==> src/rtl/eth_rst_seq_pkg.sv <==
package eth_rst_seq_pkg;
  typedef enum logic [2:0] {
    S_IDLE,
    S_RST,
    S_TX,
    S_RX,
    S_DONE
  } seq_state_e;
endpackage

==> src/rtl/rst_seq_timer.sv <==
module rst_seq_timer #(
  parameter int CNT_W   = 8,
  parameter int MIN_CYC = 4,
  parameter int TMO_CYC = 16
) (
  input  logic clk_i,
  input  logic rst_ni,
  input  logic clr_i,
  output logic min_met_o,
  output logic tmo_o
);
  localparam logic [CNT_W-1:0] CntMax = '1;
  localparam logic [CNT_W-1:0] MinLim = CNT_W'(MIN_CYC - 1);
  localparam logic [CNT_W-1:0] TmoLim = CNT_W'(TMO_CYC - 1);

  logic [CNT_W-1:0] cnt_q;

  always_ff @(posedge clk_i or negedge rst_ni) begin
    if (!rst_ni)            cnt_q <= '0;
    else if (clr_i)         cnt_q <= '0;
    else if (cnt_q != CntMax) cnt_q <= cnt_q + 1'b1;
  end

  assign min_met_o = cnt_q >= MinLim;
  assign tmo_o     = cnt_q == TmoLim;

  // timeout window must outlast the minimum reset hold
  p_tmo_after_min_r9: assert property (@(posedge clk_i) disable iff (!rst_ni)
    tmo_o |-> min_met_o);
endmodule

==> src/rtl/rst_seq_port_pick.sv <==
module rst_seq_port_pick #(
  parameter int N_PORTS = 4,
  parameter int IDX_W   = 2
) (
  input  logic [IDX_W-1:0]   idx_i,
  input  logic [N_PORTS-1:0] ack_ni,
  input  logic [N_PORTS-1:0] tx_i,
  input  logic [N_PORTS-1:0] rx_i,
  output logic               all_ack_o,
  output logic [N_PORTS-1:0] pend_o,
  output logic               tx_sel_o,
  output logic               rx_sel_o,
  output logic               last_o
);
  assign all_ack_o = ~|ack_ni;
  assign pend_o    = ack_ni;
  assign tx_sel_o  = tx_i[idx_i];
  assign rx_sel_o  = rx_i[idx_i];
  assign last_o    = idx_i == IDX_W'(N_PORTS - 1);
endmodule

==> src/rtl/eth_rst_seq.sv <==
module eth_rst_seq
  import eth_rst_seq_pkg::*;
#(
  parameter int N_PORTS     = 4,
  parameter int MIN_RST_CYC = 8,
  parameter int TIMEOUT_CYC = 1024
) (
  input  logic               clk_i,
  input  logic               rst_ni,
  input  logic               start_i,
  input  logic [N_PORTS-1:0] rst_ack_ni,
  input  logic [N_PORTS-1:0] tx_stable_i,
  input  logic [N_PORTS-1:0] rx_ready_i,
  output logic               port_rst_o,
  output logic [N_PORTS-1:0] port_rdy_o,
  output logic               all_rdy_o,
  output logic [N_PORTS-1:0] port_err_o
);
  localparam int IDX_W = (N_PORTS > 1) ? $clog2(N_PORTS) : 1;
  localparam int CNT_W = $clog2(TIMEOUT_CYC + 1);

  seq_state_e         state_q, state_d;
  logic [IDX_W-1:0]   idx_q, idx_d;
  logic [N_PORTS-1:0] rdy_q, rdy_d, err_q, err_d;
  logic               all_rdy_q;
  logic               tmr_clr, min_met, tmo;
  logic               all_ack, tx_sel, rx_sel, last_port;
  logic [N_PORTS-1:0] ack_pend;

  rst_seq_timer #(
    .CNT_W  (CNT_W),
    .MIN_CYC(MIN_RST_CYC),
    .TMO_CYC(TIMEOUT_CYC)
  ) u_timer (
    .clk_i    (clk_i),
    .rst_ni   (rst_ni),
    .clr_i    (tmr_clr),
    .min_met_o(min_met),
    .tmo_o    (tmo)
  );

  rst_seq_port_pick #(
    .N_PORTS(N_PORTS),
    .IDX_W  (IDX_W)
  ) u_pick (
    .idx_i    (idx_q),
    .ack_ni   (rst_ack_ni),
    .tx_i     (tx_stable_i),
    .rx_i     (rx_ready_i),
    .all_ack_o(all_ack),
    .pend_o   (ack_pend),
    .tx_sel_o (tx_sel),
    .rx_sel_o (rx_sel),
    .last_o   (last_port)
  );

  always_comb begin
    state_d = state_q;
    idx_d   = idx_q;
    rdy_d   = rdy_q;
    err_d   = err_q;
    tmr_clr = 1'b0;
    if (start_i) begin
      state_d = S_RST;
      idx_d   = '0;
      rdy_d   = '0;
      err_d   = '0;
      tmr_clr = 1'b1;
    end else begin
      unique case (state_q)
        S_RST: begin
          if (min_met && all_ack) begin
            state_d = S_TX;
            idx_d   = '0;
            tmr_clr = 1'b1;
          end else if (tmo) begin
            err_d   = err_q | ack_pend;
            tmr_clr = 1'b1;
          end
        end
        S_TX, S_RX: begin
          if ((state_q == S_TX) ? tx_sel : rx_sel) begin
            tmr_clr = 1'b1;
            if (state_q == S_TX) begin
              state_d = S_RX;
            end else begin
              rdy_d[idx_q] = 1'b1;
              if (last_port) state_d = S_DONE;
              else begin
                state_d = S_TX;
                idx_d   = idx_q + 1'b1;
              end
            end
          end else if (tmo) begin
            err_d[idx_q] = 1'b1;
            rdy_d        = '0;
            state_d      = S_RST;
            tmr_clr      = 1'b1;
          end
        end
        default: ;
      endcase
    end
  end

  always_ff @(posedge clk_i or negedge rst_ni) begin
    if (!rst_ni) begin
      state_q   <= S_IDLE;
      idx_q     <= '0;
      rdy_q     <= '0;
      err_q     <= '0;
      all_rdy_q <= 1'b0;
    end else begin
      state_q   <= state_d;
      idx_q     <= idx_d;
      rdy_q     <= rdy_d;
      err_q     <= err_d;
      all_rdy_q <= start_i ? 1'b0 : &rdy_q;
    end
  end

  assign port_rst_o = state_q == S_RST;
  assign port_rdy_o = rdy_q;
  assign all_rdy_o  = all_rdy_q;
  assign port_err_o = err_q;

  // length of the current reset pulse, for the hold check
  logic [CNT_W-1:0] rst_len_q;
  always_ff @(posedge clk_i or negedge rst_ni) begin
    if (!rst_ni)         rst_len_q <= '0;
    else if (!port_rst_o) rst_len_q <= '0;
    else if (rst_len_q != CNT_W'(MIN_RST_CYC)) rst_len_q <= rst_len_q + 1'b1;
  end

  p_start_r2: assert property (@(posedge clk_i) disable iff (!rst_ni)
    start_i |=> port_rst_o && port_rdy_o == '0 && !all_rdy_o && port_err_o == '0);
  p_min_hold_r3: assert property (@(posedge clk_i) disable iff (!rst_ni)
    $fell(port_rst_o) |-> rst_len_q >= CNT_W'(MIN_RST_CYC));
  p_ack_gate_r4: assert property (@(posedge clk_i) disable iff (!rst_ni)
    $fell(port_rst_o) |-> $past(~|rst_ack_ni));
  p_in_order_r5: assert property (@(posedge clk_i) disable iff (!rst_ni)
    ((port_rdy_o + N_PORTS'(1)) & port_rdy_o) == '0);
  p_rdy_cause_r6: assert property (@(posedge clk_i) disable iff (!rst_ni)
    $countones(port_rdy_o & ~$past(port_rdy_o)) != 0 |-> $past(|(rx_ready_i & ~port_rdy_o)));
  p_all_rdy_r7: assert property (@(posedge clk_i) disable iff (!rst_ni)
    all_rdy_o |-> &port_rdy_o);
  p_retry_r8: assert property (@(posedge clk_i) disable iff (!rst_ni)
    port_rst_o |-> port_rdy_o == '0);
  p_err_reset_r9: assert property (@(posedge clk_i) disable iff (!rst_ni)
    (|(port_err_o & ~$past(port_err_o))) |-> port_rst_o);
endmodule

==> config.mk <==
export PLATFORM = sky130hd
export DESIGN_NAME = eth_rst_seq
export DESIGN_NICKNAME = d
export VERILOG_FILES = /design/src/rtl/eth_rst_seq_pkg.sv /design/src/rtl/rst_seq_timer.sv /design/src/rtl/rst_seq_port_pick.sv /design/src/rtl/eth_rst_seq.sv
export SDC_FILE = /design/constraint.sdc
export NUM_CORES = 1
export LEC_CHECK = 0
export ABC_AREA = 1
export CAP_MARGIN = 40
export CORE_MARGIN = 4
export CORE_UTILIZATION = 50
export DETAILED_ROUTE_END_ITERATION = 8
export DONT_BUFFER_PORTS = 1
export HOLD_SLACK_MARGIN = 0.02
export SLEW_MARGIN = 20
export SYNTH_ARGS = -nofsm -noshare
export SYNTH_HDL_FRONTEND = slang
export SYNTH_SLANG_ARGS = --single-unit
==> constraint.sdc <==
create_clock -name clk_i -period 3.4 [get_ports clk_i]
set_clock_uncertainty 0.15 [all_clocks]
set_input_delay 0 -clock clk_i [delete_from_list [all_inputs] [get_ports clk_i]]
set_output_delay 0 -clock clk_i [all_outputs]
set_load 0.005 [all_outputs]
==> results of run 1 <==
## sequential cells by signal, indices dropped and copies added, names as in the netlist
| register | flops |
|---|---|
| all_rdy_o | 1 |
| idx_q | 2 |
| port_err_o | 4 |
| port_rdy_o | 4 |
| state_q | 3 |
| u_timer.cnt_q | 11 |
## Yosys cell counts
| master | count | area, µm² |
|---|---|---|
| nand2_1 | 79 | 297 |
| inv_1 | 29 | 109 |
| nor2_1 | 27 | 101 |
| dfrtp_1 | 25 | 626 |
| nand3_1 | 23 | 115 |
| o21ai_0 | 13 | 65.1 |
| nand2_2 | 7 | 43.8 |
| nand3_2 | 7 | 70.1 |
| ha_1 | 5 | 62.6 |
| inv_2 | 5 | 18.8 |
| nor2_4 | 5 | 56.3 |
| a21oi_1 | 4 | 20.0 |
| nor2_2 | 4 | 25.0 |
| o21ai_1 | 4 | 20.0 |
| buf_2 | 3 | 15.0 |
| xor2_1 | 3 | 26.3 |
| nand2_4 | 2 | 22.5 |
| nand4_1 | 2 | 12.5 |
| nor3_1 | 2 | 10.0 |
| a21oi_2 | 1 | 8.76 |
| nand4_2 | 1 | 12.5 |
| nor3b_1 | 1 | 7.51 |
## final cells by class
type                    count  area, µm²  area share (%)
clock buffers               3       22.5            1.16
well taps                  46       57.6            2.98
flip-flops and latches     25        626            32.3
multi-input cells         190        976            50.5
clock inverters             1       5.00           0.259
inverters                  34        128            6.60
repair buffers             10        120            6.21
## worst register-to-register path, delay by kind of cell (launching register included)
kind	cells	cell delay, ns
adders and majority gates	1	0.22
and+or+nand+nor	7	0.84
buffers and inverters	2	0.13
DFF	1	0.40
## worst max path at each step
stage | start | end | cells after the start
after floorplan | u_timer.cnt_q[0] | u_timer.cnt_q[4] | 10
after global placement | u_timer.cnt_q[1] | u_timer.cnt_q[9] | 10
after detailed placement | u_timer.cnt_q[0] | u_timer.cnt_q[9] | 10
after CTS | rst_ack_ni[2] | idx_q[1] | 8
after global routing | rst_ack_ni[2] | idx_q[0] | 8
final | rst_ack_ni[2] | idx_q[1] | 8
## power breakdown
part / leakage [nW] / switching (mW) / internal (mW) / total, mW
clock: 0.0177 / 0.0893 / 0.0440 / 0.133
combinational: 0.653 / 0.389 / 0.199 / 0.587
sequential: 0.337 / 0.0814 / 0.361 / 0.442
total: 1.01 / 0.559 / 0.604 / 1.16
## logic make-up (layout without fill, tap and decap cells)
kind of cell / Yosys count / in the layout / share of synthesized area [%]
adders and majority gates: 5 / 5 / 3.59
and+or+nand+nor: 160 / 160 / 44.3
buffers and inverters: 37 / 48 / 8.18
DFF: 25 / 25 / 35.9
xor gates and xnor gates: 3 / 3 / 1.51
AOI/OAI and AO/OA: 22 / 22 / 6.53
## layer usage
metal	part of all wire [%]	wire length, µm	GRT usage, %
met2	49	1800	32.4
met1	46	1700	24.1
met4	2.0	73	5.57
met3	3.4	125	2.36
met5	0	0	0
==> results.md, run 1 <==
* Initial Util at 51.9%
* CTS tree: built
* Syn avg cell area at 6.92 µm²
* Status: finished, final reports clean
* Most frequent cells in the layout: nand2_1, inv_1, nor2_1
* Setup Crit Path Kind: in2reg
* Die Area at 0.00450 mm²
* I/O pins at 25
* Antenna diodes at 0
* Util after Layout at 57.5%
* Post-Syn Area at 0.00174 mm²
* Hold wc startpoint: rx_ready_i[2]
* Worst slew pin tran at 0.379 ns
* Register area share after synthesis at 35.9%
* Clk root buf: clkbuf_4
* Worst vdd rail ir drop at 0.324 mV
* Placeable core area at 0.00336 mm²
* Power per cell area at 601 mW/mm²
* Share of layout cells above drive strength 1 at 14.4%
* Setup_tns at 0 ns
* DRC at 0
* Tot Pwr at 1.16 mW
* Crit path time final at 1.93 ns
* Post-DP Area at 0.00179 mm²
* Post-synthesis cell count at 252
* IO Port Bufs at 0
* Avg WL per Cell at 12.0 µm
* WL final at 3700 µm
* Non-Filler Instances at 309
* Num CTS Buffers at 3
* Setup violators final at 0
* Vias in the first global route at 1513
* # placed instances at 295
* Routed vias at 1526
* Setup WS pre-CTS at 1.59 ns
* Worst r2r src: u_timer.cnt_q[0]
* CP endpoint kind: flop
* Global-route wire length before repair at 6600 µm
* Post-route setup slack at 1.47 ns
* H-Tree Depth at 1
* FF-to-FF setup slack at 1.56 ns
* Ys Warns at 0
* Die H at 67.1 µm
* Postcts setup bufs at 0
* Slowest cell on the critical path: dlygate4sd3_1
* Max-slew headroom at 74.6%
* Cell mode on critical path: nand2_1
* RSZ-0062 raised after global routing: false
* Gpl congestion at 0.829
* Clock-pin slew on the worst setup and hold paths at 0.14 ns
* CP peak stage delay at 0.60 ns
* Slew Limit Fails at 0
* Worst setup SP type: primary input
* Clock buffer depth at 2
* Leakage at 1.01 nW
* DRT iter0 DRCs at 76
* Final Cell Area at 0.00193 mm²
* Worst R2R End: u_timer.cnt_q[9]
* Worst path cell trace: dlygate4sd3_1, nor3b_1, dlygate4sd3_1, nand2_1, a21oi_2, nand2_1, nand2_1, o21ai_1
* Synth-to-layout area growth at 10.9%
* Post-CTS sizing at 0
* #FFs+latches synth at 25
* Worst path bufs/invs at 2
* Crit path DAT at 2.00 ns
* Endpoint, Worst Hold: state_q[0]
* Hold slack at 0.0454 ns
* Fmax at 518 MHz
* Detail Placement HPWL at 2820 µm
* Number of fill cells in the layout at 342
* Hold buffer count at CTS at 10
* Nets at 284
* Site Rows at 21
* Yosys cell types at 22
* Total track usage at 18.7%
* TritonCTS Sinks at 25
* Synthesized Nets at 272
* Leading cell type in the layout, fill and taps excluded: nand2_1
* Hold Path Stages at 7
* Routed vias/inst at 4.94
* Grt ovf at 0
* R2R depth at 10
* Final period utilization at 56.8%
* CP max FO at 4
* HP Class: in2reg
* Required @ worst endpoint at 3.46 ns
* First drt pass iteration count at 4
* CP top delay family: buffers and inverters
* Fin. Hold Viols at 0
* Clock Latency Late Sink at 0.32 ns
* Largest net degree at the start of global routing at 26
* Initial antenna violation count at 0
* Chip Width at 67.1 µm
* Antenna-violating nets left at 0
* Max-cap violations at 0
(Power assumes the default switching activity.)
==> run 2: changes to the inputs <==
--- a/config.mk
+++ b/config.mk
@@ -5,7 +5,7 @@
 export SDC_FILE = /design/constraint.sdc
 export NUM_CORES = 1
 export LEC_CHECK = 0
-export ABC_AREA = 1
+export ABC_AREA = 0
 export CAP_MARGIN = 40
 export CORE_MARGIN = 4
 export CORE_UTILIZATION = 50
==> constraint.sdc (replaced) <==
create_clock -name clk_i -period 1.8 [get_ports clk_i]
set_clock_uncertainty 0.15 [all_clocks]
set_input_delay 0 -clock clk_i [delete_from_list [all_inputs] [get_ports clk_i]]
set_output_delay 0 -clock clk_i [all_outputs]
set_load 0.005 [all_outputs]
==> run 2 against run 1 <==
- the flow now finishes with violations (negative hold slack, negative setup slack)
- utilization increased by 12 points
- cell count decreased by 29%
- worst hold slack worse by 0.48 ns
- critical path depth down 3
- flip-flop and latch count is the same
- first-iteration DRC count stayed put
- critical path type is now reg2reg
- critical endpoint is now port_err_o[3]
- largest power group is now sequential cells
==> results.md, run 2 <==
* TritonCTS Sinks at 25 (unchanged)
* Num CTS Buffers at 3 (unchanged)
* Worst vdd rail ir drop at 0.419 mV (was 0.324 mV)
* #FFs+latches synth at 25 (unchanged)
* Top cells by area, synth: dfrtp_1, nor2_1, ha_1 (was dfrtp_1, nand2_1, nand3_1)
* Syn avg cell area at 9.82 µm² (was 6.92 µm²)
* Final Cell Area at 0.00193 mm² (about the same)
* Switching power share of the total at 24.5% (was 48.1%)
* Synthesized Nets at 170 (was 272)
* Post-DP Area at 0.00167 mm² (was 0.00179 mm²)
* Largest Register: u_timer.cnt_q (unchanged)
* Crit path DAT at 2.06 ns (was 2.00 ns)
* Avg WL per Cell at 17.3 µm (was 12.0 µm)
* Max-cap violations at 0 (unchanged)
* Placeable core area at 0.00278 mm² (was 0.00336 mm²)
* Worst path bufs/invs at 0 (was 2)
* Register area share after synthesis at 42.5% (was 35.9%)
* Status: finished, violations left (was finished, final reports clean)
* Sw Pwr at 0.229 mW (was 0.559 mW)
* Multi-input gate area at 901 µm² (was 976 µm²)
* Most frequent cells in the layout: nor2_1, dfrtp_1, buf_4 (was nand2_1, inv_1, nor2_1)
* Final period utilization at 108%
* Non-Filler Instances at 219 (was 309)
* Vias in the first global route at 1406 (was 1513)
* Worst path cell trace: mux4_2, nor2b_4, o21ai_2, nand4_1, o2bb2ai_1 (was dlygate4sd3_1, nor3b_1, dlygate4sd3_1, nand2_1, a21oi_2, nand2_1, nand2_1, o21ai_1)
* Clock share of power at 27.4% (was 11.5%)
* Initial antenna violation count at 0 (unchanged)
* DRC at 0 (unchanged)
* Synth-to-layout area growth at 31.3% (was 10.9%)
* Clock Latency Late Sink at 0.32 ns (about the same)
* Max reg flops at 11 (unchanged)
* HP Class: in2reg (unchanged)
* Post-Syn Area at 0.00147 mm² (was 0.00174 mm²)
* Clk root buf: clkbuf_4 (unchanged)
* CTS tree: built (unchanged)
* Site Rows at 19 (was 21)
* CP endpoint kind: flop (unchanged)
* Fin. Hold Viols at 19 (was 0)
* # placed instances at 201 (was 295)
* I/O pins at 25 (unchanged)
* Max-slew headroom at 70.3% (was 74.6%)
* Fmax at 513 MHz
* RSZ-0062 raised after global routing: true (was false)
* Total track usage at 20.5% (was 18.7%)
* Post-route setup slack at -0.150 ns (was 1.47 ns)
* Setup violators final at 22 (was 0)
* Hold buffer count at CTS at 9 (was 10)
* Chip Width at 62.3 µm (was 67.1 µm)
* Synth area leader: dfrtp_1 (unchanged)
* Largest net degree at the start of global routing at 26 (unchanged)
* Int Power at 0.704 mW (was 0.604 mW)
* Initial Util at 52.9% (was 51.9%)
* IO Port Bufs at 0 (unchanged)
* Crit path time final at 1.95 ns
* Die Area at 0.00388 mm² (was 0.00450 mm²)
* Fraction of registers with async set/reset at 100% (unchanged)
* Yosys cell types at 42 (was 22)
* Sequential share of power at 61.5% (was 38.0%)
* Post-synthesis cell count at 150 (was 252)
* Routed vias at 1340 (was 1526)
* Global-route wire length before repair at 6500 µm (was 6600 µm)
* Gpl congestion at 0.864 (was 0.829)
* Slew Limit Fails at 0 (unchanged)
* Sequential Area at 627 µm² (was 626 µm²)
* Clock-pin slew on the worst setup and hold paths at 0.14 ns (about the same)
* Antenna diodes at 0 (unchanged)
* Ys Warns at 0 (unchanged)
* Comb pwr share at 11.1% (was 50.5%)
* Routed vias/inst at 6.12 (was 4.94)
* Required @ worst endpoint at 1.91 ns (was 3.46 ns)
* CP top delay family: multiplexers (was buffers and inverters)
* Slowest cell on the critical path: mux4_2 (was dlygate4sd3_1)
* CP peak stage delay at 0.53 ns (was 0.60 ns)
* Post-synth top cells: dfrtp_1, nor2_1, nand2_1, nand3_1 (was nand2_1, inv_1, nor2_1, dfrtp_1, nand3_1)
* Antenna-violating nets left at 0 (unchanged)
* Share of layout cells above drive strength 1 at 30.9% (was 14.4%)
* Grt ovf at 0 (unchanged)
* Leading cell type in the layout, fill and taps excluded: nor2_1 (was nand2_1)
* DRT iter0 DRCs at 76 (unchanged)
* First drt pass iteration count at 4 (unchanged)
* Worst setup SP type: flop (was primary input)
* EDFF count, synth at 0 (unchanged)
* Hold slack at -0.431 ns (was 0.0454 ns)
* Worst slew pin tran at 0.441 ns (was 0.379 ns)
* WL final at 3780 µm (was 3700 µm)
* Failing checks: negative hold slack, negative setup slack
* Leakage at 0.837 nW (was 1.01 nW)
* CP max FO at 5 (was 4)
* Ys flop type: dfrtp_1 (unchanged)
* Power per cell area at 483 mW/mm² (was 601 mW/mm²)
* Die H at 62.3 µm (was 67.1 µm)
* Nets at 209 (was 284)
* Detail Placement HPWL at 2620 µm (was 2820 µm)
* Setup Crit Path Kind: reg2reg (was in2reg)
* Setup WS pre-CTS at -0.141 ns (was 1.59 ns)
* H-Tree Depth at 1 (unchanged)
* Top cell type's share of synthesized area at 42.5% (was 35.9%)
* Clock buffer depth at 2 (unchanged)
* Number of fill cells in the layout at 213 (was 342)
[run 2: changes by cell type after synthesis, sizes merged, moves of 3 or more]
cell     before  now
nor4          0    5
o211ai        0    3
a31oi         0    6
mux2i         0    6
nor2         36   25
nand3        30   10
o21ai        17    6
nor3          2    6
o2bb2ai       0    4
nand2        88   11
inv          34    4
[run 2: area by class of cell]
| type | instances | share of cell area, % |
|---|---|---|
| clock buffer | 3 | 1.17 |
| clock inverter | 1 | 0.259 |
| tap | 31 | 2.01 |
| inverter | 4 | 0.777 |
| timing repair buffer | 36 | 16.8 |
| sequential | 25 | 32.4 |
| multi-input combinational | 119 | 46.6 |
[run 2: final timing paths]
kind	from	endpoint	slack (ns)	depth (start not counted)
max in group asynchronous	rst_ni	idx_q[0]	1.30	3
min	start_i	idx_q[1]	-0.43	1
max reg2reg	idx_q[0]	port_err_o[3]	-0.15	5
min in group asynchronous	rst_ni	u_timer.cnt_q[5]	0.04	3
min reg2reg	port_err_o[0]	port_err_o[0]	0.39	1
max	idx_q[0]	port_err_o[3]	-0.15	5
[run 2: timing repair]
action	in CTS	in global routing
buffers inserted	2	2
endpoints found under the hold margin	50	19
cloned	1	0
pin swaps	2	13
endpoints found under the setup margin	20	23
resized for setup	3	14
[run 2: routing by layer]
metal,vias to the layer above,global-route usage (%),routed length (µm)
li1,629,-,-
met1,654,25.9,1590
met2,45,34.6,1910
met3,12,2.70,149
met4,0,9.55,129
met5,-,0,0
[run 2: logic make-up (layout without fill, tap and decap cells)]
family | count (synthesis) | count (layout) | share of synthesized area [%]
AO/OA/AOI/OAI | 30 | 31 | 14.8
XOR/XNOR | 4 | 4 | 2.38
adder cells (fa/ha/maj) | 5 | 5 | 4.25
buffers and inverters | 7 | 44 | 2.46
flip-flops | 25 | 25 | 42.5
multiplexers | 8 | 8 | 7.14
AND/OR/NAND/NOR | 71 | 71 | 26.5
[run 2: stage by stage]
stage	TNS, ns	util [%]	hold WS (ns)	total power [mW]
floorplan	-0.0738	-	-0.446	0.627
global placement	-0.899	60.1	-0.445	0.639
detailed placement	-1.44	60.1	-0.445	0.642
CTS	-2.13	66.5	-0.444	0.935
global route	-4.43	69.5	-0.461	0.985
finish	-2.14	69.5	-0.431	0.933
[run 2: worst register-to-register path: cells and delay by family, from the launching register on]
kind             cells  cell delay [ns]
AO/OA/AOI/OAI        2             0.36
flip-flops           1             0.42
multiplexers         1             0.53
AND/OR/NAND/NOR      2             0.42
[run 2: power by group through the flow]
stage | registers [mW] | logic, mW | clock network (mW)
floorplan | 0.584 | 0.0429 | 0
global placement | 0.584 | 0.0550 | 0
detailed placement | 0.585 | 0.0568 | 0
CTS | 0.574 | 0.0952 | 0.266
global route | 0.576 | 0.115 | 0.294
finish | 0.574 | 0.103 | 0.256
==> run 3: changes to the inputs <==
--- a/config.mk
+++ b/config.mk
@@ -12,6 +12,7 @@
 export DETAILED_ROUTE_END_ITERATION = 8
 export DONT_BUFFER_PORTS = 1
 export HOLD_SLACK_MARGIN = 0.02
+export SETUP_SLACK_MARGIN = 0.15
 export SLEW_MARGIN = 20
 export SYNTH_ARGS = -nofsm -noshare
 export SYNTH_HDL_FRONTEND = slang
==> run 3 against run 2 <==
- the flow finishes with violations (negative setup slack)
- register-to-register slack worse by 0.06 ns
- critical path depth up 1
- worst hold slack better by 0.46 ns
- largest cell class unchanged
- sequential power about the same
- die area unchanged
- clock-buffer cell count up 1
==> results.md, run 3 (same netlist as run 2, synthesis figures left out) <==
* Status: finished, violations left (unchanged)
* Clock share of power at 26.9% (was 27.4%)
* Site Rows at 19 (unchanged)
* Nets at 209 (unchanged)
* Setup Crit Path Kind: reg2reg (unchanged)
* Clock-pin slew on the worst setup and hold paths at 0.14 ns (about the same)
* Fin. Hold Viols at 0 (was 19)
* Initial antenna violation count at 0 (unchanged)
* Clock Latency Late Sink at 0.31 ns (was 0.32 ns)
* I/O pins at 25 (unchanged)
* Gpl congestion at 0.891 (was 0.864)
* Antenna-violating nets left at 0 (unchanged)
* Most frequent cells in the layout: buf_4, nor2_1, dfrtp_1 (was nor2_1, dfrtp_1, buf_4)
* CP top delay family: flip-flops (was multiplexers)
* Max-cap violations at 0 (unchanged)
* Avg WL per Cell at 17.5 µm (was 17.3 µm)
* HP Class: in2reg (unchanged)
* Post-route setup slack at -0.215 ns (was -0.150 ns)
* CTS tree: built (unchanged)
* Worst slew pin tran at 0.476 ns (was 0.441 ns)
* Detail Placement HPWL at 2610 µm (was 2620 µm)
* Non-Filler Instances at 219 (unchanged)
* CP peak stage delay at 0.46 ns (was 0.53 ns)
* Vias in the first global route at 1303 (was 1406)
* TritonCTS Sinks at 25 (unchanged)
* RSZ-0062 raised after global routing: true (unchanged)
* Clk root buf: clkbuf_4 (unchanged)
* Grt ovf at 0 (unchanged)
* Crit path DAT at 2.06 ns (about the same)
* Final period utilization at 112% (was 108%)
* Die H at 62.3 µm (unchanged)
* Post-DP Area at 0.00167 mm² (unchanged)
* Global-route wire length before repair at 6080 µm (was 6500 µm)
* Hold Path Stages at 3 (was 1)
* Fmax at 496 MHz (was 513 MHz)
* Largest Register: u_timer.cnt_q (unchanged)
* Slowest cell on the critical path: dfrtp_2 (was mux4_2)
* Antenna diodes at 0 (unchanged)
* DRC at 0 (unchanged)
* Worst path cell trace: mux4_2, nor2b_4, nor4_4, buf_4, a211oi_2, nor2_1 (was mux4_2, nor2b_4, o21ai_2, nand4_1, o2bb2ai_1)
* Leading cell type in the layout, fill and taps excluded: buf_4 (was nor2_1)
* Worst setup SP type: flop (unchanged)
* R2R depth at 6 (was 5)
* Final Cell Area at 0.00192 mm² (was 0.00193 mm²)
* Leakage at 0.823 nW (was 0.837 nW)
* Slew Limit Fails at 0 (unchanged)
* Util after Layout at 69.0% (was 69.5%)
* H-Tree Depth at 1 (unchanged)
* Max-slew headroom at 68.0% (was 70.3%)
* Worst path bufs/invs at 1 (was 0)
* Initial Util at 52.9% (unchanged)
* Share of layout cells above drive strength 1 at 30.9% (unchanged)
* WL final at 3830 µm (was 3780 µm)
* Chip Width at 62.3 µm (unchanged)
* Crit path time final at 2.02 ns (was 1.95 ns)
* Routed vias at 1301 (was 1340)
* Setup WS pre-CTS at -0.145 ns (was -0.141 ns)
* Die Area at 0.00388 mm² (unchanged)
* Placeable core area at 0.00278 mm² (unchanged)
* IO Port Bufs at 0 (unchanged)
* CP endpoint kind: flop (unchanged)
* Int Power at 0.708 mW (was 0.704 mW)
* Failing checks: negative setup slack (was negative hold slack, negative setup slack)
* Largest net degree at the start of global routing at 26 (unchanged)
* Clock buffer depth at 2 (unchanged)
* Switching power share of the total at 24.0% (was 24.5%)
* Routed vias/inst at 5.94 (was 6.12)
* Max reg flops at 11 (unchanged)
* CP max FO at 5 (unchanged)
* Comb pwr share at 11.5% (was 11.1%)
* Critical path depth at 6 (was 5)
* Sw Pwr at 0.224 mW (was 0.229 mW)
* Sequential share of power at 61.6% (was 61.5%)
* Worst vdd rail ir drop at 0.412 mV (was 0.419 mV)
* Num CTS Buffers at 3 (unchanged)
* # placed instances at 201 (unchanged)
* DRT iter0 DRCs at 81 (was 76)
* Setup violators final at 22 (unchanged)
* Total track usage at 19.2% (was 20.5%)
* First drt pass iteration count at 4 (unchanged)
* Required @ worst endpoint at 1.84 ns (was 1.91 ns)
* Power per cell area at 485 mW/mm² (was 483 mW/mm²)
* Synth-to-layout area growth at 30.3% (was 31.3%)
==> run 3: changes by cell type in the layout (fill, tap and decap cells not counted), sizes merged <==
| cell | change |
|---|---|
| buf | +1 |
| clkbuf | +1 |
| clkinv | -1 |
| dlygate4sd3 | -1 |
==> run 3: cell type report <==
type | instances | area (µm²)
multi-input combinational | 119 | 898
fill | 225 | 862
sequential | 25 | 627
timing repair buffer | 36 | 314
tap | 31 | 38.8
clock buffer | 4 | 26.3
inverter | 4 | 15.0
==> run 3: worst register-to-register path, stage by stage, from the launching register on <==
cell      delay (ns)
dfrtp_2         0.46
mux4_2          0.36
nor2b_4         0.23
nor4_4          0.05
buf_4           0.18
a211oi_2        0.40
nor2_1          0.08
==> run 3: through the flow <==
step	total power, mW	hold WS [ns]	TNS, ns
6_report	0.932	0.0268	-2.64
5_1_grt	0.982	0.0412	-4.70
4_1_cts	0.930	0.0344	-2.38
3_5_place_dp	0.642	-0.445	-1.82
3_3_place_gp	0.639	-0.445	-0.950
2_1_floorplan	0.627	-0.446	-0.0738
==> run 3: power by group through the flow <==
| stage | Clock [mW] | Combinational (mW) | Sequential, mW |
|---|---|---|---|
| floorplan | 0 | 0.0429 | 0.584 |
| global placement | 0 | 0.0552 | 0.584 |
| detailed placement | 0 | 0.0573 | 0.584 |
| CTS | 0.258 | 0.0980 | 0.574 |
| global route | 0.289 | 0.117 | 0.575 |
| finish | 0.251 | 0.107 | 0.574 |
==> run 3: final timing paths <==
kind                               start                 to  slack, ns
max in group asynchronous         rst_ni           idx_q[0]       1.31
max                             idx_q[0]   u_timer.cnt_q[4]      -0.22
min in group asynchronous         rst_ni  u_timer.cnt_q[10]       0.04
min                              start_i   u_timer.cnt_q[8]       0.03
max reg2reg                     idx_q[0]   u_timer.cnt_q[4]      -0.22
min reg2reg                port_err_o[1]      port_err_o[1]       0.39
==> run 3: timing repair <==
item	in CTS	in global routing
hold buffers	8	0
pin swaps	4	15
endpoints found under the setup margin	24	24
setup buffers	1	4
cloned	0	1
hold endpoints to repair	49	0
resized for setup	3	10
==> run 3: per-layer routing <==
metal | GRT usage, % | vias to the layer above | part of all wire (%)
met4 | 8.22 | 0 | 1.8
met2 | 32.3 | 34 | 52
li1 | - | 632 | -
met1 | 24.3 | 627 | 43
met5 | 0 | - | 0
met3 | 2.88 | 8 | 3.3
